--- src/rtl/rsfix_pkg.sv ---
package rsfix_pkg;
  localparam int SYM_W  = 12;
  localparam int BYTE_W = 8;

  typedef enum logic [1:0] {C_IDLE, C_TAKE, C_WAIT, C_FIN} ctrl_st_e;
  typedef enum logic [2:0] {E_IDLE, E_RD0, E_WR0, E_RD1, E_WR1} rmw_st_e;
endpackage

--- src/rtl/rsfix_map.sv ---
module rsfix_map
  import rsfix_pkg::*;
#(
  parameter int LOC_W  = 11,
  parameter int ADDR_W = 12
) (
  input  logic [LOC_W-1:0]  loc_i,
  input  logic [SYM_W-1:0]  pat_i,
  output logic [ADDR_W-1:0] a0_o,
  output logic [BYTE_W-1:0] m0_o,
  output logic [ADDR_W-1:0] a1_o,
  output logic [BYTE_W-1:0] m1_o,
  output logic              two_o
);
  logic [LOC_W+1:0] prod;
  logic [ADDR_W-1:0] half;

  // floor(3p/2)
  assign prod = {2'b00, loc_i} + {1'b0, loc_i, 1'b0};
  assign half = ADDR_W'(prod[LOC_W+1:1]);

  always_comb begin
    if (loc_i[0]) begin
      a0_o  = half;
      m0_o  = pat_i[11:4];
      a1_o  = half + ADDR_W'(1);
      m1_o  = {pat_i[3:0], 4'h0};
      two_o = 1'b1;
    end else if (loc_i == '0) begin
      // upper nibble of symbol 0 lies before the buffer
      a0_o  = '0;
      m0_o  = pat_i[7:0];
      a1_o  = '0;
      m1_o  = '0;
      two_o = 1'b0;
    end else begin
      a0_o  = half - ADDR_W'(1);
      m0_o  = {4'h0, pat_i[11:8]};
      a1_o  = half;
      m1_o  = pat_i[7:0];
      two_o = 1'b1;
    end
  end
endmodule

--- src/rtl/rsfix_rmw.sv ---
module rsfix_rmw
  import rsfix_pkg::*;
#(
  parameter int ADDR_W = 12
) (
  input  logic              clk_i,
  input  logic              rst_ni,
  input  logic              go_i,
  input  logic [ADDR_W-1:0] a0_i,
  input  logic [BYTE_W-1:0] m0_i,
  input  logic [ADDR_W-1:0] a1_i,
  input  logic [BYTE_W-1:0] m1_i,
  input  logic              two_i,
  output logic              ack_o,
  output logic [ADDR_W-1:0] mem_addr_o,
  output logic              mem_rd_o,
  output logic              mem_wr_o,
  output logic [BYTE_W-1:0] mem_wdata_o,
  input  logic [BYTE_W-1:0] mem_rdata_i
);
  rmw_st_e           st;
  logic [ADDR_W-1:0] a0_q, a1_q;
  logic [BYTE_W-1:0] m0_q, m1_q;
  logic              two_q;
  logic              second;

  always_ff @(posedge clk_i or negedge rst_ni) begin
    if (!rst_ni) begin
      st    <= E_IDLE;
      a0_q  <= '0;
      a1_q  <= '0;
      m0_q  <= '0;
      m1_q  <= '0;
      two_q <= 1'b0;
    end else begin
      unique case (st)
        E_IDLE: if (go_i) begin
          a0_q  <= a0_i;
          a1_q  <= a1_i;
          m0_q  <= m0_i;
          m1_q  <= m1_i;
          two_q <= two_i;
          st    <= E_RD0;
        end
        E_RD0:   st <= E_WR0;
        E_WR0:   st <= two_q ? E_RD1 : E_IDLE;
        E_RD1:   st <= E_WR1;
        E_WR1:   st <= E_IDLE;
        default: st <= E_IDLE;
      endcase
    end
  end

  assign second      = (st == E_RD1) || (st == E_WR1);
  assign mem_addr_o  = second ? a1_q : a0_q;
  assign mem_rd_o    = (st == E_RD0) || (st == E_RD1);
  assign mem_wr_o    = (st == E_WR0) || (st == E_WR1);
  assign mem_wdata_o = mem_rdata_i ^ (second ? m1_q : m0_q);
  assign ack_o       = ((st == E_WR0) && !two_q) || (st == E_WR1);
endmodule

--- src/rtl/rsfix_ctrl.sv ---
module rsfix_ctrl
  import rsfix_pkg::*;
#(
  parameter int CNT_W = 3
) (
  input  logic             clk_i,
  input  logic             rst_ni,
  input  logic             start_i,
  input  logic [CNT_W-1:0] count_i,
  input  logic             fail_i,
  input  logic             valid_i,
  input  logic             ack_i,
  output logic             ready_o,
  output logic             go_o,
  output logic             done_o,
  output logic             uncorr_o,
  output logic [CNT_W-1:0] fixed_cnt_o
);
  ctrl_st_e         st;
  logic [CNT_W-1:0] left;

  always_ff @(posedge clk_i or negedge rst_ni) begin
    if (!rst_ni) begin
      st          <= C_IDLE;
      left        <= '0;
      fixed_cnt_o <= '0;
      uncorr_o    <= 1'b0;
    end else begin
      unique case (st)
        C_IDLE: if (start_i) begin
          left        <= count_i;
          fixed_cnt_o <= '0;
          uncorr_o    <= fail_i;
          st          <= (fail_i || count_i == '0) ? C_FIN : C_TAKE;
        end
        C_TAKE: if (valid_i) st <= C_WAIT;
        C_WAIT: if (ack_i) begin
          fixed_cnt_o <= fixed_cnt_o + CNT_W'(1);
          left        <= left - CNT_W'(1);
          st          <= (left == CNT_W'(1)) ? C_FIN : C_TAKE;
        end
        C_FIN:   st <= C_IDLE;
        default: st <= C_IDLE;
      endcase
    end
  end

  assign ready_o = (st == C_TAKE);
  assign go_o    = ready_o && valid_i;
  assign done_o  = (st == C_FIN);
endmodule

--- src/rtl/rs_sym_fixer.sv ---
module rs_sym_fixer
  import rsfix_pkg::*;
#(
  parameter int DATA_BYTES  = 2048,
  parameter int SPARE_BYTES = 64,
  parameter int NUM_SYM     = 1367,
  parameter int MAX_ERR     = 4,
  localparam int ADDR_W     = $clog2(DATA_BYTES + SPARE_BYTES),
  localparam int LOC_W      = $clog2(NUM_SYM),
  localparam int CNT_W      = $clog2(MAX_ERR + 1)
) (
  input  logic              clk_i,
  input  logic              rst_ni,
  input  logic              start_i,
  input  logic [CNT_W-1:0]  count_i,
  input  logic              fail_i,
  input  logic              pair_valid_i,
  input  logic [LOC_W-1:0]  pair_loc_i,
  input  logic [SYM_W-1:0]  pair_pat_i,
  output logic              pair_ready_o,
  output logic [ADDR_W-1:0] mem_addr_o,
  output logic              mem_rd_o,
  output logic              mem_wr_o,
  output logic [BYTE_W-1:0] mem_wdata_o,
  input  logic [BYTE_W-1:0] mem_rdata_i,
  output logic              done_o,
  output logic              uncorr_o,
  output logic [CNT_W-1:0]  fixed_cnt_o
);
  logic [ADDR_W-1:0] a0, a1;
  logic [BYTE_W-1:0] m0, m1;
  logic              two, go, ack;

  rsfix_map #(.LOC_W(LOC_W), .ADDR_W(ADDR_W)) u_map (
    .loc_i (pair_loc_i),
    .pat_i (pair_pat_i),
    .a0_o  (a0),
    .m0_o  (m0),
    .a1_o  (a1),
    .m1_o  (m1),
    .two_o (two)
  );

  rsfix_ctrl #(.CNT_W(CNT_W)) u_ctrl (
    .clk_i       (clk_i),
    .rst_ni      (rst_ni),
    .start_i     (start_i),
    .count_i     (count_i),
    .fail_i      (fail_i),
    .valid_i     (pair_valid_i),
    .ack_i       (ack),
    .ready_o     (pair_ready_o),
    .go_o        (go),
    .done_o      (done_o),
    .uncorr_o    (uncorr_o),
    .fixed_cnt_o (fixed_cnt_o)
  );

  rsfix_rmw #(.ADDR_W(ADDR_W)) u_rmw (
    .clk_i       (clk_i),
    .rst_ni      (rst_ni),
    .go_i        (go),
    .a0_i        (a0),
    .m0_i        (m0),
    .a1_i        (a1),
    .m1_i        (m1),
    .two_i       (two),
    .ack_o       (ack),
    .mem_addr_o  (mem_addr_o),
    .mem_rd_o    (mem_rd_o),
    .mem_wr_o    (mem_wr_o),
    .mem_wdata_o (mem_wdata_o),
    .mem_rdata_i (mem_rdata_i)
  );
endmodule

--- config.mk ---
export PLATFORM = sky130hd
export DESIGN_NAME = rs_sym_fixer
export DESIGN_NICKNAME = d
export VERILOG_FILES = /design/src/rtl/rsfix_pkg.sv /design/src/rtl/rsfix_map.sv /design/src/rtl/rsfix_rmw.sv /design/src/rtl/rsfix_ctrl.sv /design/src/rtl/rs_sym_fixer.sv
export SDC_FILE = /design/constraint.sdc
export NUM_CORES = 1
export LEC_CHECK = 0
export BUFFER_PORTS_ARGS = -buffer_cell sky130_fd_sc_hd__buf_2
export CELL_PAD_IN_SITES_DETAIL_PLACEMENT = 1
export CELL_PAD_IN_SITES_GLOBAL_PLACEMENT = 2
export CORE_UTILIZATION = 37
export DETAILED_ROUTE_END_ITERATION = 10
export PLACE_DENSITY_LB_ADDON = 0.1
export SLEW_MARGIN = 40
export SYNTH_ARGS = -nofsm -noshare
export SYNTH_HDL_FRONTEND = slang
export SYNTH_SLANG_ARGS = --single-unit
--- constraint.sdc ---
create_clock -name clk_i -period 3.7 [get_ports clk_i]
set_input_delay 0.185 -clock clk_i [delete_from_list [all_inputs] [get_ports clk_i]]
set_output_delay 0.185 -clock clk_i [all_outputs]
set_load 0.01 [all_outputs]
# Yosys cells after proc, flatten, opt, wreduce, memory -nomap -nowiden
# Index checks and enable logic that the tools add are counted.
totals:
  ramBits: 0
  wordCells: 72
  ff_bits: 53
  latch_bits: 0
  romBits: 0
  output_inout_bits: 28
  input_bits: 39
  mem_count: 0
op_classes:
  addsub: 5
  div: 0
  magnitude_cmp: 0
  bitwise_logic: 1
  shift: 0
  n_reduce_logical: 17
  n_eq_ne: 12
  mul: 0
  mux: 27
op_table:
  columns: ["cell", "count"]
  rows:
  - ["2-to-1 mux 12 bit", 5]
  - ["2-to-1 mux 8 bit", 5]
  - ["2-to-1 mux 3 bit", 5]
  - ["adder 11 x 12 -> 13 bit", 1]
  - ["adder 12 x 1 -> 12 bit (second input constant)", 1]
  - ["2-to-1 mux 2 bit", 6]
  - ["one-hot mux 3 bit (2 select lines)", 2]
  - ["one-hot mux 3 bit (4 select lines)", 1]
  - ["subtractor 12 x 1 -> 12 bit (second input constant)", 1]
  - ["logical NOT 11 bit", 1]
  - ["inequality test 2 bit (second input constant)", 4]
  - ["one-hot mux 2 bit (4 select lines)", 1]
  - ["bitwise XOR 8 bit", 1]
  - ["equality test 3 x 1 -> 1 bit (second input constant)", 2]
  - ["equality test 3 x 2 -> 1 bit (second input constant)", 2]
  - ["logical NOT 3 bit", 2]
  - ["AND reduction 3 bit", 2]
  - ["logical OR 1 bit", 5]
  - ["equality test 2 bit (second input constant)", 2]
  - ["AND reduction 2 bit", 2]
  - ["adder 3 x 1 -> 3 bit (second input constant)", 1]
  - ["equality test 3 bit (second input constant)", 1]
  - ["subtractor 3 x 1 -> 3 bit (second input constant)", 1]
  - ["equality test 2 x 1 -> 1 bit (second input constant)", 1]
  - ["other kinds (5)", 7]

# Longest topological paths before layout
# Gate-level depths: netlist (run 1).
logic_depth:
  depth_word: 5
  mapped_depth: 11
  depth_no_buf: 9

# Modules after synthesis
# From an unflattened synthesis (run 1), not the netlist that was laid out.
unflattened:
  cells_unflattened: 532
  hier_area_um2: 4682.0
modules_own_cells:
  columns: ["mod", "cells_per_inst", "area_each_um2", "seq_area_each_um2", "n_inst"]
  rows:
  - ["rsfix_rmw", 251, 2697.6, 1101.1, 1]
  - ["rsfix_map", 222, 1403.8, 0.0, 1]
  - ["rsfix_ctrl", 59, 580.6, 225.2, 1]

# Worst setup path before layout (run 1)
# OpenSTA, ideal clock, no wires.
synth_path:
  kind: "input -> register"
  from: "input pair_loc_i[0]"
  to: "register u_rmw.a0_q[11]"
  cell_stages: 9
  t_arrival_ns: 2.699
  n_path_buf: 0
  setup_ns: 0.122
  t_required_ns: 3.578
  path_slack_ns: 0.880
  cell_sequence: "ha_1 -> fa_1 -> a21o_1 -> a221oi_2 -> mux2_2 -> nand2_1 -> nand4b_4 -> or4_1 -> a32o_1"
synth_via:
  elab_chain_len: 4
  elab_cells_between_ends: 5
  cone_classes: "2 x add/sub; 2 x mux; 1 x reduce/logical"
synth_rtl:
  columns: ["element", "line_no", "rtl"]
  rows:
  - ["start: declaration", "rs_sym_fixer.sv:18", "input logic [LOC_W-1:0] pair_loc_i,"]
  - ["adder 11 x 12 -> 13 bit", "rsfix_map.sv:19", "assign prod = {2'b00, loc_i} + {1'b0, loc_i, 1'b0};"]
  - ["subtractor 12 x 1 -> 12 bit", "rsfix_map.sv:37", "a0_o = half - ADDR_W'(1);"]
  - ["2-to-1 mux 12 bit", "rsfix_map.sv:29", "end else if (loc_i == '0) begin"]
  - ["2-to-1 mux 12 bit (*)", "rsfix_map.sv:23", "if (loc_i[0]) begin"]
  - ["end signal: assignment", "rsfix_rmw.sv:38", "a0_q <= a0_i;"]
  - ["end: declaration", "rsfix_rmw.sv:22", "logic [ADDR_W-1:0] a0_q, a1_q;"]
# Every way passes the cells marked *; elsewhere a longest branch is shown, timed or not.
# A chain may end at the register's enable or synchronous reset.

# Worst setup path after layout (run 1)
layout_path:
  from: "input pair_loc_i[1]"
  to: "register u_rmw.a0_q[11]"
# The elaborated chain is that of the path after synthesis.

==> flow_summary.json, run 1 <==
{
  "clock_sinks": 53,
  "htree_num_levels": 2,
  "dpl.cell_count": 609,
  "fmax_mhz": 351,
  "gp_congestion": 0.819,
  "setup_tns_ns": 0,
  "syn_inst": 427,
  "synth_edf_count": 0,
  "numCtsBuffers": 5,
  "cp-start-kind": "input port",
  "tightest_slew_ns": 0.697,
  "fin_nets": 546,
  "layout-drive-gt1-share_pct": 22.3,
  "fin_crit_sh_pct": 77.1,
  "final_area_um2": 4340,
  "path_class": "input port to register",
  "skew_ns": 0.00931,
  "critPathMaxFanout": 5,
  "dr.pass1.iters": 4,
  "swShare_pct": 39.1,
  "min_period_ns": 2.85,
  "irDropWorstVdd_v": 0.000193,
  "final_cell_mix": "65 x nand2_1, 65 x buf_2, 53 x dfrtp_1",
  "drt_iter0_markers": 98,
  "ant_nets": 0,
  "final-hold-violation-count": 0,
  "synth_warnings": 0,
  "area_growth_pct": 15.5,
  "synth-main-ff-cell": "dfrtp_1",
  "drt-vias-per-instance": 5.24,
  "clock_latency_ns": 0.32,
  "synth_top_cell_by_area": "dfrtp_1",
  "hpwl_mm": 7.03,
  "synth_area_um2": 3750,
  "clock_power_share_pct": 15.8,
  "p_switching_mw": 1.03,
  "dieArea_um2": 10600,
  "cts_tree": "done",
  "slew_viol_final": 0,
  "rows": 36,
  "initial_core_util_pct": 38.2,
  "outcome": "finished, final reports clean",
  "grt_start_max_net_pins": 69,
  "syn-num-nets": 489,
  "seq_area_frac_synth_pct": 35.3,
  "arrival_ns": 3.06,
  "cts_root_buf": "clkbuf_8",
  "antenna_cells": 0,
  "io_pins": 67,
  "p_leak_nw": 2.09,
  "grt_pass1_wl_mm": 15.8,
  "hold_path_class": "input port to register",
  "maxCapViolCount": 0,
  "coreArea_um2": 9820,
  "synthTopCellsByArea": "dfrtp_1 35%, ha_1 7.3%, nand2_1 6.5%",
  "fin_cells": 618,
  "clk_path_buf_depth": 2,
  "drc": 0,
  "antenna_found_initial": 0,
  "port_buffers": 66,
  "fillCellCount": 1194,
  "rsz0062_at_grt": "false",
  "power_mw": 2.64,
  "ys_types": 60,
  "combPwrFrac_pct": 46.6,
  "setup_violations": 0,
  "place_area_um2": 4210,
  "synth-seq-cells": 53,
  "power_density_nw_per_um2": 610,
  "totalWireLength_mm": 9.38,
  "synthArstFlopShare_pct": 100,
  "clk_pin_slew_ns": 0.10,
  "cp.required_ns": 3.91,
  "power_frac_seq_pct": 37.6,
  "slew_headroom_pct": 53.2,
  "die_h_um": 103,
  "wl_per_cell_um": 15.2,
  "track_usage_pct": 19.3,
  "grt_pass1_vias": 3278,
  "vias": 3238,
  "grt_overflow": 0,
  "avgSynthCellArea_um2": 8.79,
  "setup.worst_path.end_class": "register",
  "yosysTopAreaCellShare_pct": 35.3,
  "p_int_mw": 1.61,
  "die_x_um": 103
}
[worst paths after layout]
kind	from	slack, ns	cells after the start	end
setup / recovery	pair_loc_i[1]	0.85	10	u_rmw.a0_q[11]
hold / removal	pair_valid_i	0.11	3	u_ctrl.st[1]
setup reg to reg	u_ctrl.st[0]	1.09	6	u_rmw.a0_q[10]
hold reg to reg	u_rmw.a0_q[4]	0.49	1	u_rmw.a0_q[4]
max in group asynchronous	rst_ni	2.67	3	u_rmw.m1_q[1]
min in group asynchronous	rst_ni	0.37	2	u_rmw.st[0]
[stage by stage]
stage	worst slack [ns]	utilization [%]	hold slack, ns
after CTS	0.841	44.2	0.100
after global routing	0.709	44.2	0.109
after detailed placement	0.504	42.9	0.183
final	0.849	44.2	0.114
after global placement	0.548	42.8	0.344
after floorplan	0.880	-	-0.111
[state kept, by name, indices dropped and copies added (netlist names)]
signal,cells
u_rmw.a0_q,12
u_rmw.a1_q,12
u_rmw.m0_q,8
u_rmw.m1_q,8
u_ctrl.fixed_cnt_o,3
u_ctrl.left,3
u_rmw.st,3
u_ctrl.st,2
u_ctrl.uncorr_o,1
u_rmw.two_q,1
[kinds of logic (layout without fill, tap and decap cells)]
family,after synthesis,count (layout),share of synthesized area (%)
adders and majority gates,23,23,7.87
buffers and inverters,39,97,3.97
xor gates and xnor gates,21,21,4.90
AOI/OAI and AO/OA,108,108,18.2
muxes,31,31,8.97
DFF,53,53,35.3
and+or+nand+nor,152,152,20.8
[synth_stat cells (4+ instances only)]
library cell,count
nor2_1,24
mux2_2,20
ha_1,22
nor3_1,7
nand2b_1,6
xor2_1,4
xnor2_1,17
inv_1,17
a21oi_1,27
and2_1,5
nor2b_1,7
nand2_1,65
and3_1,4
clkbuf_1,18
nand3_1,10
a22oi_1,7
o21ai_0,30
a21o_1,6
dfrtp_1,53
mux2i_1,10
o21ai_1,10
or4_1,4
[power groups by stage]
| stage | clock network (mW) | registers (mW) | logic [mW] |
|---|---|---|---|
| after floorplan | 0 | 0.965 | 0.886 |
| after global placement | 0 | 0.993 | 1.21 |
| after detailed placement | 0 | 1.01 | 1.25 |
| after CTS | 0.437 | 0.996 | 1.25 |
| after global routing | 0.462 | 1.03 | 1.40 |
| final | 0.418 | 0.994 | 1.23 |
[timing repair]
action                                 CTS  global route
setup buffers                            0             0
resized for setup                        0             0
hold buffers                             1             0
endpoints found under the hold margin   34             0
[cell type report]
cell class	count	area, um^2	area share, %
multi-input cells	335	2280	52.6
clock inverters	1	30.0	0.693
clock buffers	7	86.3	1.99
flip-flops and latches	53	1330	30.6
inverters	17	63.8	1.47
well taps	133	166	3.84
repair buffers	72	380	8.77
[critical path: stages]
cell	delay (ns)
buf_2	0.13
ha_1	0.21
fa_1	0.42
a21o_1	0.21
a221oi_2	0.37
mux2_2	0.39
nand2_1	0.24
nand4b_4	0.15
or4_1	0.49
a32o_1	0.27
[per-layer routing]
metal,global-route usage (%),routed length [um]
met3,2.64,266
met5,0,0
met4,5.38,103
met2,32.4,4450
met1,26.0,4550
(Power assumes the default switching activity.)
==> run 2: changes to the inputs <==
Settings changed: CORE_UTILIZATION 37 to 34.
Clock period 3.7 ns to 2.76 ns, I/O delays scaled along.
==> run 2 against run 1 <==
  * Power rose by 33%
  * Flip-flop and latch count did not move
  * Clock-buffer cell count fell by 1
  * Wire length rose by 2.7%
  * Clock skew fell by 0.0036 ns
  * Worst hold slack got worse by 0.045 ns
  * Sequential share of layout area fell by 1.3 points
  * Die area rose by 8.6%
  * Global-route usage fell by 1.3 points
  * Utilization fell by 1.0 points
  * Register-to-register slack got worse by 0.79 ns
  * Critical path type unchanged
==> flow_summary.json, run 2 (synthesis gave the netlist of run 1 again) <==
{
  "clk_path_buf_depth": 2,
  "cp.required_ns": 2.97,
  "setup_violations": 0,
  "numCtsBuffers": 5,
  "cts_root_buf": "clkbuf_8",
  "arrival_ns": 2.75,
  "grt_pass1_vias": 3517,
  "clk_pin_slew_ns": 0.10,
  "tightest_slew_ns": 0.711,
  "drt-vias-per-instance": 5.15,
  "port_buffers": 66,
  "fin_nets": 576,
  "initial_core_util_pct": 35.7,
  "outcome": "finished, final reports clean",
  "vias": 3354,
  "htree_num_levels": 2,
  "path_cells": "buf_2 -> ha_1 -> fa_1 -> a21o_1 -> a221oi_2 -> buf_4 -> mux2_2 -> nand2_2 -> nand4b_4 -> or4_1 -> a32o_1",
  "hold_path_class": "input port to register",
  "p_leak_nw": 2.21,
  "dr.pass1.iters": 4,
  "drc": 0,
  "power_density_nw_per_um2": 776,
  "cp-start-kind": "input port",
  "final_common_cell": "buf_2",
  "cts_tree": "done",
  "final_area_um2": 4530,
  "antenna_cells": 0,
  "layout-drive-gt1-share_pct": 27.0,
  "cts_resized": 0,
  "crit_buf_inv": 2,
  "track_usage_pct": 18.0,
  "dieArea_um2": 11500,
  "totalWireLength_mm": 9.63,
  "dpl.cell_count": 642,
  "critical-path-top-delay-family": "compound AO/OA/AOI/OAI gates",
  "clock_sinks": 53,
  "die_h_um": 107,
  "cts_setup_buffers": 0,
  "rsz0062_at_grt": "false",
  "hpwl_mm": 7.43,
  "grt_overflow": 0,
  "critPathMaxFanout": 3,
  "gp_congestion": 0.838,
  "setup.worst_path.end_class": "register",
  "slew_headroom_pct": 52.6,
  "maxCapViolCount": 0,
  "coreArea_um2": 10500,
  "antenna_found_initial": 0,
  "cpPeakStageDelay_ns": 0.49,
  "grt_pass1_wl_mm": 16.6,
  "rows": 37,
  "ant_nets": 0,
  "grt_start_max_net_pins": 54,
  "drt_iter0_markers": 99,
  "min_period_ns": 2.54,
  "final-hold-violation-count": 0,
  "crit_slowest_cell": "or4_1",
  "final_cell_mix": "66 x buf_2, 64 x nand2_1, 53 x dfrtp_1",
  "slew_viol_final": 0,
  "die_x_um": 107,
  "place_area_um2": 4440,
  "fin_cells": 651,
  "wl_per_cell_um": 14.8,
  "fin_crit_sh_pct": 92.2,
  "path_class": "input port to register",
  "io_pins": 67,
  "fillCellCount": 1279,
  "skew_ns": 0.00575,
  "holdWs_ns": 0.0688,
  "irDropWorstVdd_v": 0.000258,
  "area_growth_pct": 20.7,
  "top_regs": "u_rmw.a0_q: 12 flops, u_rmw.a1_q: 12 flops",
  "fmax_mhz": 393,
  "clock_latency_ns": 0.31
}
-- run 2: cell types whose count changed in the layout (fill, tap and decap cells not counted), sizes merged --
cell,change
bufinv,-1
clkinv,+2
buf,+30
clkbuf,-1
-- run 2: worst reg2reg max path, delay by kind of cell (launching register included) --
kind / cells / cell delay [ns]
DFF: 1 / 0.44
buffers and inverters: 1 / 0.26
muxes: 2 / 0.56
and+or+nand+nor: 3 / 1.09
-- run 2: layout make-up --
class                   count  area (um^2)  area share (%)
multi-input cells         335         2280            50.4
flip-flops and latches     53         1330            29.3
repair buffers            102          603            13.3
well taps                 136          170            3.76
clock buffers               6         72.6            1.60
inverters                  17         63.8            1.41
clock inverters             2         10.0           0.221
-- run 2: worst paths after layout --
path	startpoint	end	slack [ns]	cells past startpoint
worst max-delay path	pair_loc_i[0]	u_rmw.a0_q[11]	0.22	11
worst min-delay path	pair_pat_i[3]	u_rmw.m1_q[3]	0.07	3
worst max register to register	u_ctrl.st[0]	u_rmw.a1_q[11]	0.30	6
worst min register to register	u_rmw.a0_q[5]	u_rmw.a0_q[5]	0.48	2
max in group asynchronous	rst_ni	u_rmw.m1_q[5]	1.80	3
min in group asynchronous	rst_ni	u_rmw.m1_q[6]	0.48	3
-- run 2: power by group --
group          switching (mW)  internal (mW)
logic                   0.918          0.817
clock network           0.268          0.177
registers               0.219           1.11
-- run 2: metal layers --
metal  GRT usage (%)  vias to the layer above  routed length [um]
met2            32.7                       54                4710
li1                -                     1673                   -
met1            22.1                     1621                4500
met3            2.43                        6                 325
met5               0                        -                   0
met4            4.89                        0                  98
-- run 2: through the flow --
stage	worst slack, ns	util, %	TNS [ns]	power, mW
after global routing	0.0734	43.1	0	3.83
after global placement	-0.0616	42.2	-0.0861	3.05
after floorplan	0.0603	-	0	2.48
final	0.216	43.1	0	3.51
after CTS	0.201	43.1	0	3.58
after detailed placement	-0.143	42.2	-0.406	3.12
-- run 2: what timing repair did --
action	in CTS	in global routing
setup endpoints to repair	0	0
hold endpoints to repair	53	0
hold buffers	1	0
